==> config.mk <==
export PLATFORM = sky130hd
export DESIGN_NAME = atm_cell_delin
export DESIGN_NICKNAME = d
export VERILOG_FILES = /design/src/rtl/atm_delin_pkg.sv /design/src/rtl/delin_hdr_window.sv /design/src/rtl/delin_fsm.sv /design/src/rtl/delin_status.sv /design/src/rtl/atm_cell_delin.sv
export SDC_FILE = /design/constraint.sdc
export NUM_CORES = 1
export LEC_CHECK = 0
export BUFFER_PORTS_ARGS = -buffer_cell sky130_fd_sc_hd__buf_2
export CAP_MARGIN = 10
export CORE_AREA = 5 5 118 87
export CTS_CLUSTER_DIAMETER = 120
export CTS_CLUSTER_SIZE = 16
export DETAILED_ROUTE_END_ITERATION = 12
export DIE_AREA = 0 0 123 92
export GPL_TIMING_DRIVEN = 0
export PLACE_DENSITY_LB_ADDON = 0.05
export SYNTH_ARGS = -nofsm -noshare
export SYNTH_HDL_FRONTEND = slang
export SYNTH_SLANG_ARGS = --single-unit
==> constraint.sdc <==
create_clock -name clk -period 4.1 [get_ports clk]
set_input_delay 0.615 -clock clk [delete_from_list [all_inputs] [get_ports clk]]
set_output_delay 0.615 -clock clk [all_outputs]
set_load 0.01 [all_outputs]
==> src/rtl/atm_delin_pkg.sv <==
package atm_delin_pkg;

  typedef enum logic [1:0] {
    ST_HUNT    = 2'd0,
    ST_PRESYNC = 2'd1,
    ST_SYNC    = 2'd2
  } dl_state_e;

  // One step of multiplication by x modulo x^8+x^2+x+1
  function automatic logic [7:0] crc_mulx(input logic [7:0] s);
    return {s[6:0], 1'b0} ^ (s[7] ? 8'h07 : 8'h00);
  endfunction

  // Remainder of hdr(x)*x^8 modulo the generator, MSB first, zero start
  function automatic logic [7:0] hec_crc8(input logic [31:0] hdr);
    logic [7:0] r;
    r = '0;
    for (int i = 31; i >= 0; i--) begin
      if (r[7] ^ hdr[i]) r = {r[6:0], 1'b0} ^ 8'h07;
      else               r = {r[6:0], 1'b0};
    end
    return r;
  endfunction

  // True when syn equals x^d mod g for some codeword bit d in 0..39
  function automatic logic single_bit_syn(input logic [7:0] syn);
    logic [7:0] s;
    logic       hit;
    s   = 8'h01;
    hit = 1'b0;
    for (int d = 0; d < 40; d++) begin
      if (s == syn) hit = 1'b1;
      s = crc_mulx(s);
    end
    return hit;
  endfunction

  // Status field encoding of the delineation state
  function automatic logic [1:0] state_code(input dl_state_e s);
    case (s)
      ST_HUNT:    return 2'b10;
      ST_PRESYNC: return 2'b01;
      default:    return 2'b00;
    endcase
  endfunction

endpackage

==> src/rtl/delin_hdr_window.sv <==
module delin_hdr_window
  import atm_delin_pkg::*;
#(
  parameter logic [7:0] COSET = 8'h55
) (
  input  logic       clk,
  input  logic       rst_n,
  input  logic       in_valid,
  input  logic [7:0] in_byte,
  output logic       win_new,
  output logic       win_full,
  output logic [7:0] syndrome
);

  localparam int HDR_LEN = 5;
  localparam int FW = $clog2(HDR_LEN + 1);
  localparam logic [FW-1:0] FILL_MAX = FW'(HDR_LEN);

  // win_q[0] is the newest byte, win_q[HDR_LEN-1] the oldest
  logic [7:0]    win_q [HDR_LEN];
  logic [FW-1:0] fill_q;
  logic [7:0]    hec_calc;

  always_ff @(posedge clk or negedge rst_n) begin
    if (!rst_n) begin
      win_q[0] <= '0;
      win_new  <= 1'b0;
      fill_q   <= '0;
    end else begin
      win_new <= in_valid;
      if (in_valid) begin
        win_q[0] <= in_byte;
        if (fill_q != FILL_MAX) fill_q <= fill_q + 1'b1;
      end
    end
  end

  for (genvar g = 1; g < HDR_LEN; g++) begin : g_stage
    always_ff @(posedge clk or negedge rst_n) begin
      if (!rst_n)        win_q[g] <= '0;
      else if (in_valid) win_q[g] <= win_q[g-1];
    end
  end

  assign win_full = (fill_q == FILL_MAX);
  assign hec_calc = hec_crc8({win_q[4], win_q[3], win_q[2], win_q[1]}) ^ COSET;
  assign syndrome = hec_calc ^ win_q[0];


  byte_accept_chk: assert property (@(posedge clk) disable iff (!rst_n)
    win_new |-> $past(in_valid));


  fill_hold_chk: assert property (@(posedge clk) disable iff (!rst_n)
    (win_full && !in_valid) |=> win_full);

endmodule

==> src/rtl/delin_fsm.sv <==
module delin_fsm
  import atm_delin_pkg::*;
#(
  parameter int ALPHA    = 7,
  parameter int DELTA    = 6,
  parameter int CELL_LEN = 53
) (
  input  logic       clk,
  input  logic       rst_n,
  input  logic       win_new,
  input  logic       win_full,
  input  logic [7:0] syndrome,
  output dl_state_e  state_o,
  output logic       hdr_mark,
  output logic       hec_corr,
  output logic       hec_uncorr,
  output logic       sync_enter,
  output logic       sync_leave
);

  localparam int HDR_LEN = 5;
  localparam int PW = $clog2(CELL_LEN);
  localparam int GW = (DELTA > 1) ? $clog2(DELTA) : 1;
  localparam int BW = (ALPHA > 1) ? $clog2(ALPHA) : 1;
  localparam logic [PW-1:0] POS_LAST = PW'(CELL_LEN - 1);
  localparam logic [PW-1:0] POS_PRE  = PW'(HDR_LEN - 2);
  localparam logic [PW-1:0] POS_HDR  = PW'(HDR_LEN - 1);
  localparam logic [GW-1:0] GOOD_LAST = GW'(DELTA - 1);
  localparam logic [BW-1:0] BAD_LAST  = BW'(ALPHA - 1);

  dl_state_e     state_q;
  logic [PW-1:0] pos_q;
  logic [GW-1:0] good_q;
  logic [BW-1:0] bad_q;
  logic          prev_clean_q;

  // Named internal events
  logic hdr_ok, single_err, chk_slot, hunt_hit;

  assign hdr_ok     = (syndrome == 8'h00);
  assign single_err = single_bit_syn(syndrome);
  assign chk_slot   = win_new && (state_q != ST_HUNT) && (pos_q == POS_PRE);
  assign hunt_hit   = win_new && (state_q == ST_HUNT) && win_full && hdr_ok;

  // Position of the newest accepted byte inside the cell
  always_ff @(posedge clk or negedge rst_n) begin
    if (!rst_n) begin
      pos_q <= '0;
    end else if (win_new) begin
      if (state_q == ST_HUNT)    pos_q <= POS_HDR;
      else if (pos_q == POS_LAST) pos_q <= '0;
      else                        pos_q <= pos_q + 1'b1;
    end
  end

  always_ff @(posedge clk or negedge rst_n) begin
    if (!rst_n) begin
      state_q      <= ST_HUNT;
      good_q       <= '0;
      bad_q        <= '0;
      prev_clean_q <= 1'b0;
      hdr_mark     <= 1'b0;
      hec_corr     <= 1'b0;
      hec_uncorr   <= 1'b0;
      sync_enter   <= 1'b0;
      sync_leave   <= 1'b0;
    end else begin
      hdr_mark   <= 1'b0;
      hec_corr   <= 1'b0;
      hec_uncorr <= 1'b0;
      sync_enter <= 1'b0;
      sync_leave <= 1'b0;
      case (state_q)
        ST_HUNT: begin
          if (hunt_hit) begin
            state_q  <= ST_PRESYNC;
            good_q   <= '0;
            hdr_mark <= 1'b1;
          end
        end
        ST_PRESYNC: begin
          if (chk_slot) begin
            hdr_mark <= 1'b1;
            if (!hdr_ok) begin
              state_q <= ST_HUNT;
            end else if (good_q == GOOD_LAST) begin
              state_q      <= ST_SYNC;
              sync_enter   <= 1'b1;
              bad_q        <= '0;
              prev_clean_q <= 1'b1;
            end else begin
              good_q <= good_q + 1'b1;
            end
          end
        end
        default: begin
          if (chk_slot) begin
            hdr_mark <= 1'b1;
            if (hdr_ok) begin
              bad_q        <= '0;
              prev_clean_q <= 1'b1;
            end else begin
              prev_clean_q <= 1'b0;
              if (single_err && prev_clean_q) hec_corr   <= 1'b1;
              else                            hec_uncorr <= 1'b1;
              if (bad_q == BAD_LAST) begin
                state_q    <= ST_HUNT;
                sync_leave <= 1'b1;
              end else begin
                bad_q <= bad_q + 1'b1;
              end
            end
          end
        end
      endcase
    end
  end

  assign state_o = state_q;


  presync_drop_chk: assert property (@(posedge clk) disable iff (!rst_n)
    (state_q == ST_PRESYNC && chk_slot && !hdr_ok) |=> (state_q == ST_HUNT));


  sync_hold_chk: assert property (@(posedge clk) disable iff (!rst_n)
    (state_q == ST_SYNC && chk_slot && hdr_ok) |=> (state_q == ST_SYNC));


  hec_flag_excl_chk: assert property (@(posedge clk) disable iff (!rst_n)
    $onehot0({hec_corr, hec_uncorr}));


  slot_only_chk: assert property (@(posedge clk) disable iff (!rst_n)
    (state_q != ST_HUNT && !chk_slot) |=> $stable(state_q));


  sync_entry_chk: assert property (@(posedge clk) disable iff (!rst_n)
    (state_q == ST_SYNC && $past(state_q) != ST_SYNC) |-> ($past(state_q) == ST_PRESYNC));

endmodule

==> src/rtl/delin_status.sv <==
module delin_status
  import atm_delin_pkg::*;
(
  input  logic       clk,
  input  logic       rst_n,
  input  dl_state_e  state,
  input  logic       sync_enter,
  input  logic       sync_leave,
  input  logic       hec_corr,
  input  logic       hec_uncorr,
  input  logic       irq_rd,
  output logic [2:0] stat,
  output logic [3:0] irq_stat,
  output logic       irq_n
);

  logic       lcd_q;
  logic [3:0] irq_q;
  logic [3:0] irq_ev;

  // bit0 LCD declared, bit1 LCD cleared, bit2 uncorrectable, bit3 correctable
  assign irq_ev = {hec_corr, hec_uncorr, sync_enter, sync_leave};

  always_ff @(posedge clk or negedge rst_n) begin
    if (!rst_n) begin
      lcd_q <= 1'b1;
      irq_q <= '0;
    end else begin
      if (sync_leave)      lcd_q <= 1'b1;
      else if (sync_enter) lcd_q <= 1'b0;
      irq_q <= (irq_rd ? 4'b0000 : irq_q) | irq_ev;
    end
  end

  assign stat     = {state_code(state), lcd_q};
  assign irq_stat = irq_q;
  assign irq_n    = ~|irq_q;


  clr_irq_chk: assert property (@(posedge clk) disable iff (!rst_n)
    sync_enter |=> irq_stat[1]);


  irq_keep_chk: assert property (@(posedge clk) disable iff (!rst_n)
    (irq_stat != 4'b0000 && !irq_rd) |=> (irq_stat != 4'b0000));


  lcd_clear_chk: assert property (@(posedge clk) disable iff (!rst_n)
    sync_enter |=> !stat[0]);

endmodule

==> src/rtl/atm_cell_delin.sv <==
module atm_cell_delin
  import atm_delin_pkg::*;
#(
  parameter int         ALPHA    = 7,
  parameter int         DELTA    = 6,
  parameter int         CELL_LEN = 53,
  parameter logic [7:0] COSET    = 8'h55
) (
  input  logic       clk,
  input  logic       rst_n,
  input  logic       in_valid,
  input  logic [7:0] in_byte,
  input  logic       irq_rd,
  output logic       hdr_mark,
  output logic [2:0] stat,
  output logic       hec_corr,
  output logic       hec_uncorr,
  output logic [3:0] irq_stat,
  output logic       irq_n
);

  logic       win_new, win_full;
  logic [7:0] syndrome;
  dl_state_e  state;
  logic       sync_enter, sync_leave;

  delin_hdr_window #(.COSET(COSET)) u_win (
    .clk      (clk),
    .rst_n    (rst_n),
    .in_valid (in_valid),
    .in_byte  (in_byte),
    .win_new  (win_new),
    .win_full (win_full),
    .syndrome (syndrome)
  );

  delin_fsm #(.ALPHA(ALPHA), .DELTA(DELTA), .CELL_LEN(CELL_LEN)) u_fsm (
    .clk        (clk),
    .rst_n      (rst_n),
    .win_new    (win_new),
    .win_full   (win_full),
    .syndrome   (syndrome),
    .state_o    (state),
    .hdr_mark   (hdr_mark),
    .hec_corr   (hec_corr),
    .hec_uncorr (hec_uncorr),
    .sync_enter (sync_enter),
    .sync_leave (sync_leave)
  );

  delin_status u_stat (
    .clk        (clk),
    .rst_n      (rst_n),
    .state      (state),
    .sync_enter (sync_enter),
    .sync_leave (sync_leave),
    .hec_corr   (hec_corr),
    .hec_uncorr (hec_uncorr),
    .irq_rd     (irq_rd),
    .stat       (stat),
    .irq_stat   (irq_stat),
    .irq_n      (irq_n)
  );


  leave_to_hunt_chk: assert property (@(posedge clk) disable iff (!rst_n)
    sync_leave |-> (stat[2:1] == 2'b10));

endmodule

# Word level (Yosys, flattened, before mapping)
# Index checks and enable logic that the tools add are counted.
[totals]
inputBits = 12
regBits = 69
[classes]
mux = 123
reduce_logical = 21
bitwise_logic = 66
eq_ne = 55
addsub = 4
[op_table]
columns = ["cell", "count"]
rows = [
  ["2-to-1 mux 3 bit", 42],
  ["equality test 8 bit (first input constant)", 14],
  ["NOT 3 bit", 31],
  ["equality test 7 x 8 -> 1 bit (first input constant)", 10],
  ["2-to-1 mux 1 bit", 66],
  ["equality test 6 x 8 -> 1 bit (first input constant)", 5],
  ["equality test 5 x 8 -> 1 bit (first input constant)", 4],
  ["bitwise XOR 1 bit", 26],
  ["equality test 4 x 8 -> 1 bit (first input constant)", 3],
  ["equality test 3 x 8 -> 1 bit (first input constant)", 2],
  ["2-to-1 mux 2 bit", 7],
  ["2-to-1 mux 6 bit", 2],
  ["case mux 3 bit (2 select lines)", 2],
  ["inequality test 2 x 1 -> 1 bit (second input constant)", 5],
  ["AND reduction 5 bit", 2],
  ["adder 3 x 1 -> 3 bit (second input constant)", 3],
  ["equality test 3 bit (second input constant)", 3],
  ["inequality test 3 bit (second input constant)", 3],
  ["equality test 1 x 8 -> 1 bit (first input constant)", 1],
  ["equality test 2 x 8 -> 1 bit (first input constant)", 1],
  ["logical NOT 8 bit", 1],
  ["case mux 2 bit (2 select lines)", 2],
  ["nonzero test 2 bit", 4],
  ["bitwise XOR 8 bit", 1],
  ["20 further kinds", 29],
]

# Longest topological paths before layout
[logic_depth]
ltp_word = 111
mapped_depth = 12
ltp_nobuf = 11

# Hierarchy
# From an unflattened synthesis, not the netlist that was laid out.
[hier_totals]
hier_cells = 390
area_unflattened_um2 = 4469.3
[modules_own_cells]
columns = ["module", "area_per_inst_um2", "cells_per_inst", "seq_area_each_um2", "n_inst"]
rows = [
  ["delin_hdr_window", 2651.3, 177, 1101.1, 1],
  ["delin_fsm", 1615.3, 197, 500.5, 1],
  ["delin_status", 202.7, 16, 126.4, 1],
]

# Worst setup path before layout
# OpenSTA, ideal clock, no wires.
[synth_timing]
path_kind = "flip-flop to flip-flop"
startpoint = "reg u_win.win_q[6] in the netlist's numbering"
endpoint = "reg u_fsm.hec_corr"
path_slack_ns = 0.800
setup_time_ns = 0.065
required_time_ns = 4.035
stages_incl_launch_ff = 12
path_buffers = 0
arrival_ns = 3.235
cell_sequence = "dfrtp_1 -> xnor3_2 -> xor2_1 -> xor3_2 -> xor2_4 -> nor3_1 -> o21a_1 -> nor4b_2 -> a41oi_1 -> and4_1 -> a41oi_2 -> and2b_1"
[synth_via]
elab_chain_len = 72
elab_cells_between_ends = 161
cone_classes = "eq/ne: 40; mux: 71; bitwise: 48; reduce/logical: 2"
[synth_rtl]
columns = ["item", "line_no", "rtl"]
rows = [
  ["start: declaration", "delin_hdr_window.sv:20", "logic [7:0] win_q [HDR_LEN];"],
  ["start signal: indexed assignment", "delin_hdr_window.sv:41", "else if (in_valid) win_q[g] <= win_q[g-1];"],
  ["bitwise XOR 1 bit (*)", "atm_delin_pkg.sv:19", "if (r[7] ^ hdr[i]) r = {r[6:0], 1'b0} ^ 8'h07;"],
  ["2-to-1 mux 3 bit (*)", "atm_delin_pkg.sv:19", ""],
  ["NOT 3 bit (no line)", "n/a", ""],
  ["2-to-1 mux 3 bit", "atm_delin_pkg.sv:19", ""],
  ["NOT 3 bit (no line)", "n/a", ""],
  ["2-to-1 mux 3 bit", "atm_delin_pkg.sv:19", ""],
  ["bitwise XOR 1 bit", "atm_delin_pkg.sv:19", ""],
  ["2-to-1 mux 3 bit", "atm_delin_pkg.sv:19", ""],
  ["[... 17 more ...]", "n/a", ""],
  ["bitwise XOR 8 bit (*)", "delin_hdr_window.sv:47", "assign syndrome = hec_calc ^ win_q[0];"],
  ["equality test 1 x 8 -> 1 bit", "atm_delin_pkg.sv:32", "if (s == syn) hit = 1'b1;"],
  ["2-to-1 mux 1 bit (40 in series)", "atm_delin_pkg.sv:32", ""],
  ["logical AND 1 bit", "delin_fsm.sv:104", "if (single_err && prev_clean_q) hec_corr <= 1'b1;"],
  ["2-to-1 mux 1 bit", "delin_fsm.sv:104", ""],
  ["2-to-1 mux 1 bit (*)", "delin_fsm.sv:99", "if (hdr_ok) begin"],
  ["2-to-1 mux 1 bit (*)", "delin_fsm.sv:97", "if (chk_slot) begin"],
  ["2-to-1 mux 1 bit (*)", "delin_fsm.sv:73", "case (state_q)"],
  ["end signal: assignment", "delin_fsm.sv:63", "hec_corr <= 1'b0;"],
  ["end signal: assignment", "delin_fsm.sv:69", "hec_corr <= 1'b0;"],
  ["end signal: assignment", "delin_fsm.sv:104", ""],
  ["end: declaration", "delin_fsm.sv:15", "output logic hec_corr,"],
]
# Mark *: on every way between the ends. The rest lies on a longest branch, timed or not.
# A chain may end at the register's enable or synchronous reset.

# Worst setup path after layout
[layout_timing]
startpoint = "reg u_win.win_q[4] in the netlist's numbering"
endpoint = "reg u_fsm.good_q[1]"
[layout_via]
elab_chain_len = 30
elab_cells_between_ends = 74
cone_classes = "eq/ne: 2; mux: 25; bitwise: 44; reduce/logical: 3"
[layout_rtl]
columns = ["item", "line_no", "rtl"]
rows = [
  ["bitwise XOR 1 bit (*)", "atm_delin_pkg.sv:19", ""],
  ["2-to-1 mux 3 bit (*)", "atm_delin_pkg.sv:19", ""],
  ["NOT 3 bit (no line)", "n/a", ""],
  ["2-to-1 mux 3 bit", "atm_delin_pkg.sv:19", ""],
  ["NOT 3 bit (no line)", "n/a", ""],
  ["2-to-1 mux 3 bit", "atm_delin_pkg.sv:19", ""],
  ["bitwise XOR 1 bit", "atm_delin_pkg.sv:19", ""],
  ["2-to-1 mux 3 bit", "atm_delin_pkg.sv:19", ""],
  ["[... 14 more ...]", "n/a", ""],
  ["NOT 3 bit (no line)", "n/a", ""],
  ["2-to-1 mux 3 bit", "atm_delin_pkg.sv:19", ""],
  ["NOT 4 bit (no line)", "n/a", ""],
  ["bitwise XOR 8 bit (*)", "delin_hdr_window.sv:47", ""],
  ["logical NOT 8 bit (*)", "delin_fsm.sv:40", "assign hdr_ok = (syndrome == 8'h00);"],
  ["logical AND 1 bit", "delin_fsm.sv:43", "assign hunt_hit = win_new && (state_q == ST_HUNT) && win_full && hdr_ok;"],
  ["inequality test 2 x 1 -> 1 bit (no line)", "n/a", ""],
  ["AND reduction 5 bit (no line) (*)", "n/a", ""],
  ["end signal: assignment", "delin_fsm.sv:92", "good_q <= good_q + 1'b1;"],
  ["end: declaration", "delin_fsm.sv:33", "logic [GW-1:0] good_q;"],
]
# Marked as above.

==> run_results.csv <==
group,metric,value,unit
synthesis,syn_nets,426,
synthesis,synthMuxAreaShare,0.121,
cts,clock-sinks,69,
synthesis,ys.flop_type,"dfrtp_1",
synthesis,synthArstFlopShare,1.00,
synthesis,ys_types,59,
drt,wl,9.56,mm
timing,hold_viol_final,0,
global_route,track_usage,0.188,
timing,slew_violations,0,
worst_setup_path,cp-end-kind,"register",
finish,nets,459,
drt,dr_total_vias,3091,
die,std_cell_rows,29,
synthesis,synth_top_family_by_area,"XOR/XNOR gates",
timing,worstMarginPinSlew,0.867,ns
synthesis,ys_seq_area_frac,0.360,
drt,ant_nets,0,
synthesis,yosys_warnings,0,
timing,timing.final.crit_period,3.71,ns
synthesis,synth_xor_area_frac,0.289,
place,port_buffers,22,
die,pin_count,23,
drt,route.detailed.wl_per_inst,16.8,um
cts,clock_latency,0.34,ns
die,core_area,8890,um^2
finish,diodes,0,
drt,firstDrtPassIters,4,
cts,root_buffer,"clkbuf_16",
synthesis,avgSynthCellArea,11.8,um^2
timing,finalSetupTns,0,ns
finish,final_layout_size_suffix_gt1_frac,0.266,
place,detailed_place_hpwl,7.18,mm
global_route,grt_overflow,0,
finish,area_delta_synth_final,11.8,%
synthesis,synth_seq_cells,69,
timing,max_freq,270,MHz
timing,period_share,0.904,
worst_setup_path,crit_type,"reg -> reg",
synthesis,synth-compound-area-share,0.0810,
die,initial_utilization,0.540,
synthesis,synth_simple_gate_area_frac,0.105,
global_route,grt_pass1_wl,16.4,mm
drt,drt_iter0_drc,249,
timing,finalClockSkew,0.00667,ns
cts,cts_resized,0,
synthesis,syn_area,4800,um^2
timing,rsz0062_at_grt,"no",
status,status,"completed",
global_route,grt_max_degree,70,
cts,cts_buffers,9,
synthesis,synth-adder-area-share,0.0208,
cts,cts_buffer_depth,2,
worst_setup_path,crit_fanout,10,
synthesis,synth_edf_count,0,
worst_setup_path,cp.arrival,3.93,ns
timing,slew-limit-headroom,0.422,
cts,cts_tree,"built",
place,globalplace.congestion,0.878,
drt,drcViolationCount,0,
worst_setup_path,critPathLaunchType,"register",
cts,cts.reportedPaths.clkPinSlew,0.06,ns
die,die_height,92,um
global_route,antenna_found_initial,0,
die,dieArea,11300,um^2
synthesis,syn-instance-count,406,
cts,cts-hold-fix-buffers,0,
flow_run,maxCapViolCount,0,
timing,report.final.setup_viol,0,
cts,cts_setup_buffers,0,
drt,viasPerCell,5.44,
worst_setup_path,critPathRequiredTime,4.32,ns
worst_hold_path,hold_path.class,"in -> async",
die,die_w,123,um
global_route,grt_pass1_vias,3121,
cts,htree_levels,3,
-- logic make-up (layout without fill, tap and decap cells) --
group                    Yosys count  count (layout)
flip-flops                        69              69
XOR/XNOR                          98              98
AO/OA/AOI/OAI                     57              57
adder cells (fa/ha/maj)            8               8
multiplexers                      53              53
buffers and inverters             28              66
AND/OR/NAND/NOR                   93              93
-- metrics by stage --
| step | hold WS [ns] | utilization | setup slack, ns | area [um^2] | std cells |
|---|---|---|---|---|---|
| 3_5_place_dp | 0.448 | 0.571 | 0.406 | 5070 | 552 |
| 5_1_grt | 0.392 | 0.604 | 0.0955 | 5370 | 568 |
| 3_3_place_gp | 0.435 | 0.570 | 0.454 | 5070 | 552 |
| 4_1_cts | 0.393 | 0.604 | 0.386 | 5370 | 568 |
| 6_report | 0.399 | 0.604 | 0.395 | 5370 | 568 |
| 2_1_floorplan | 0.319 | - | 0.800 | 4800 | 406 |
-- state kept, by name, summed over array words and instances, names as in the netlist, 2 cells and up --
name and flops:
u_fsm.bad_q 3, u_fsm.pos_q 6, u_win.win_q 40, u_fsm.state_o 2
u_win.fill_q 3, u_stat.irq_stat 4, u_fsm.good_q 3
-- worst max-delay path, cell delays in order, from the launching register on --
cell	delay, ns
dfrtp_1	0.45
xnor2_1	0.30
xnor3_2	0.59
xnor2_4	0.30
xnor3_1	0.48
buf_2	0.20
nor2_1	0.22
nand2_1	0.10
nand2_1	0.16
and3_4	0.25
nand4_1	0.16
a21o_1	0.25
o2bb2ai_1	0.12
-- synth_stat cells, drive strengths merged (3+ instances only) --
| library cell | n | share of area |
|---|---|---|
| o2bb2ai | 3 | 0.0055 |
| nor3 | 7 | 0.0083 |
| nor4 | 6 | 0.0091 |
| a31oi | 4 | 0.0052 |
| inv | 18 | 0.014 |
| or2 | 4 | 0.0052 |
| xor3 | 4 | 0.020 |
| nor2 | 21 | 0.017 |
| nand4 | 4 | 0.0052 |
| o22ai | 7 | 0.0091 |
| o21ai | 10 | 0.010 |
| xnor2 | 57 | 0.13 |
| clkbuf | 8 | 0.0063 |
| mux2 | 42 | 0.098 |
| nand2b | 5 | 0.0065 |
| nand3 | 8 | 0.0094 |
| mux2i | 11 | 0.023 |
| ha | 8 | 0.021 |
| xnor3 | 22 | 0.11 |
| a21oi | 12 | 0.013 |
| xor2 | 15 | 0.031 |
| nand2 | 19 | 0.015 |
| dfrtp | 68 | 0.35 |
| and2 | 5 | 0.0065 |
| and3 | 3 | 0.0049 |
| a21o | 7 | 0.011 |
-- path summary, 6_finish.rpt --
kind                             startpoint                 end  slack (ns)  depth (start not counted)
min                                   rst_n     u_win.win_q[39]        0.40                          1
max reg2reg                  u_win.win_q[4]     u_fsm.good_q[1]        0.39                         12
max                          u_win.win_q[4]     u_fsm.good_q[1]        0.39                         12
min in group clk                   in_valid       u_win.win_new        0.40                          1
max in group asynchronous             rst_n  u_stat.irq_stat[3]        3.13                          1
min reg2reg                u_fsm.hec_uncorr  u_stat.irq_stat[2]        0.46                          1
-- layout make-up --
class / instances / area, um^2
clock inverter: 4 / 31.3
sequential: 69 / 1730
tap: 124 / 155
multi-input combinational: 309 / 2970
inverter: 18 / 67.6
fill: 733 / 3520
buffer: 10 / 42.5
clock buffer: 12 / 267
timing repair buffer: 22 / 113
-- routing by layer --
| metal | global-route usage | up-vias | wire [um] |
|---|---|---|---|
| met5 | 0 | - | 0 |
| met4 | 0.0507 | 0 | 110 |
| met3 | 0.0455 | 9 | 487 |
| met2 | 0.255 | 60 | 3840 |
| met1 | 0.298 | 1515 | 5130 |
| li1 | - | 1507 | - |
-- cell usage in the layout, fill, tap and decap left out, types with 3 or more instances in the layout --
cell | synthesis | routed
a21o_1 | 7 | 7
a21oi_1 | 11 | 11
a31oi_1 | 4 | 4
and2_1 | 5 | 5
buf_2 | 1 | 22
clkbuf_1 | 8 | 8
clkbuf_16 | 0 | 9
clkbuf_8 | 0 | 3
clkinv_4 | 0 | 3
dfrtp_1 | 68 | 68
ha_1 | 8 | 8
inv_1 | 18 | 18
mux2_2 | 42 | 42
mux2i_1 | 11 | 11
nand2_1 | 19 | 19
nand2b_1 | 5 | 5
nand3_1 | 7 | 7
nand4_1 | 4 | 4
nor2_1 | 20 | 20
nor3_1 | 6 | 6
nor4_1 | 5 | 5
o21ai_0 | 10 | 10
o22ai_1 | 7 | 7
o2bb2ai_1 | 3 | 3
or2_2 | 4 | 4
xnor2_1 | 45 | 45
xnor2_2 | 8 | 8
xnor2_4 | 4 | 4
xnor3_1 | 14 | 14
xnor3_2 | 8 | 8
xor2_1 | 14 | 14
Power is left out: the tool's default activity adds up to more than one toggle a clock period on the data nets, which glitch-free logic cannot reach.
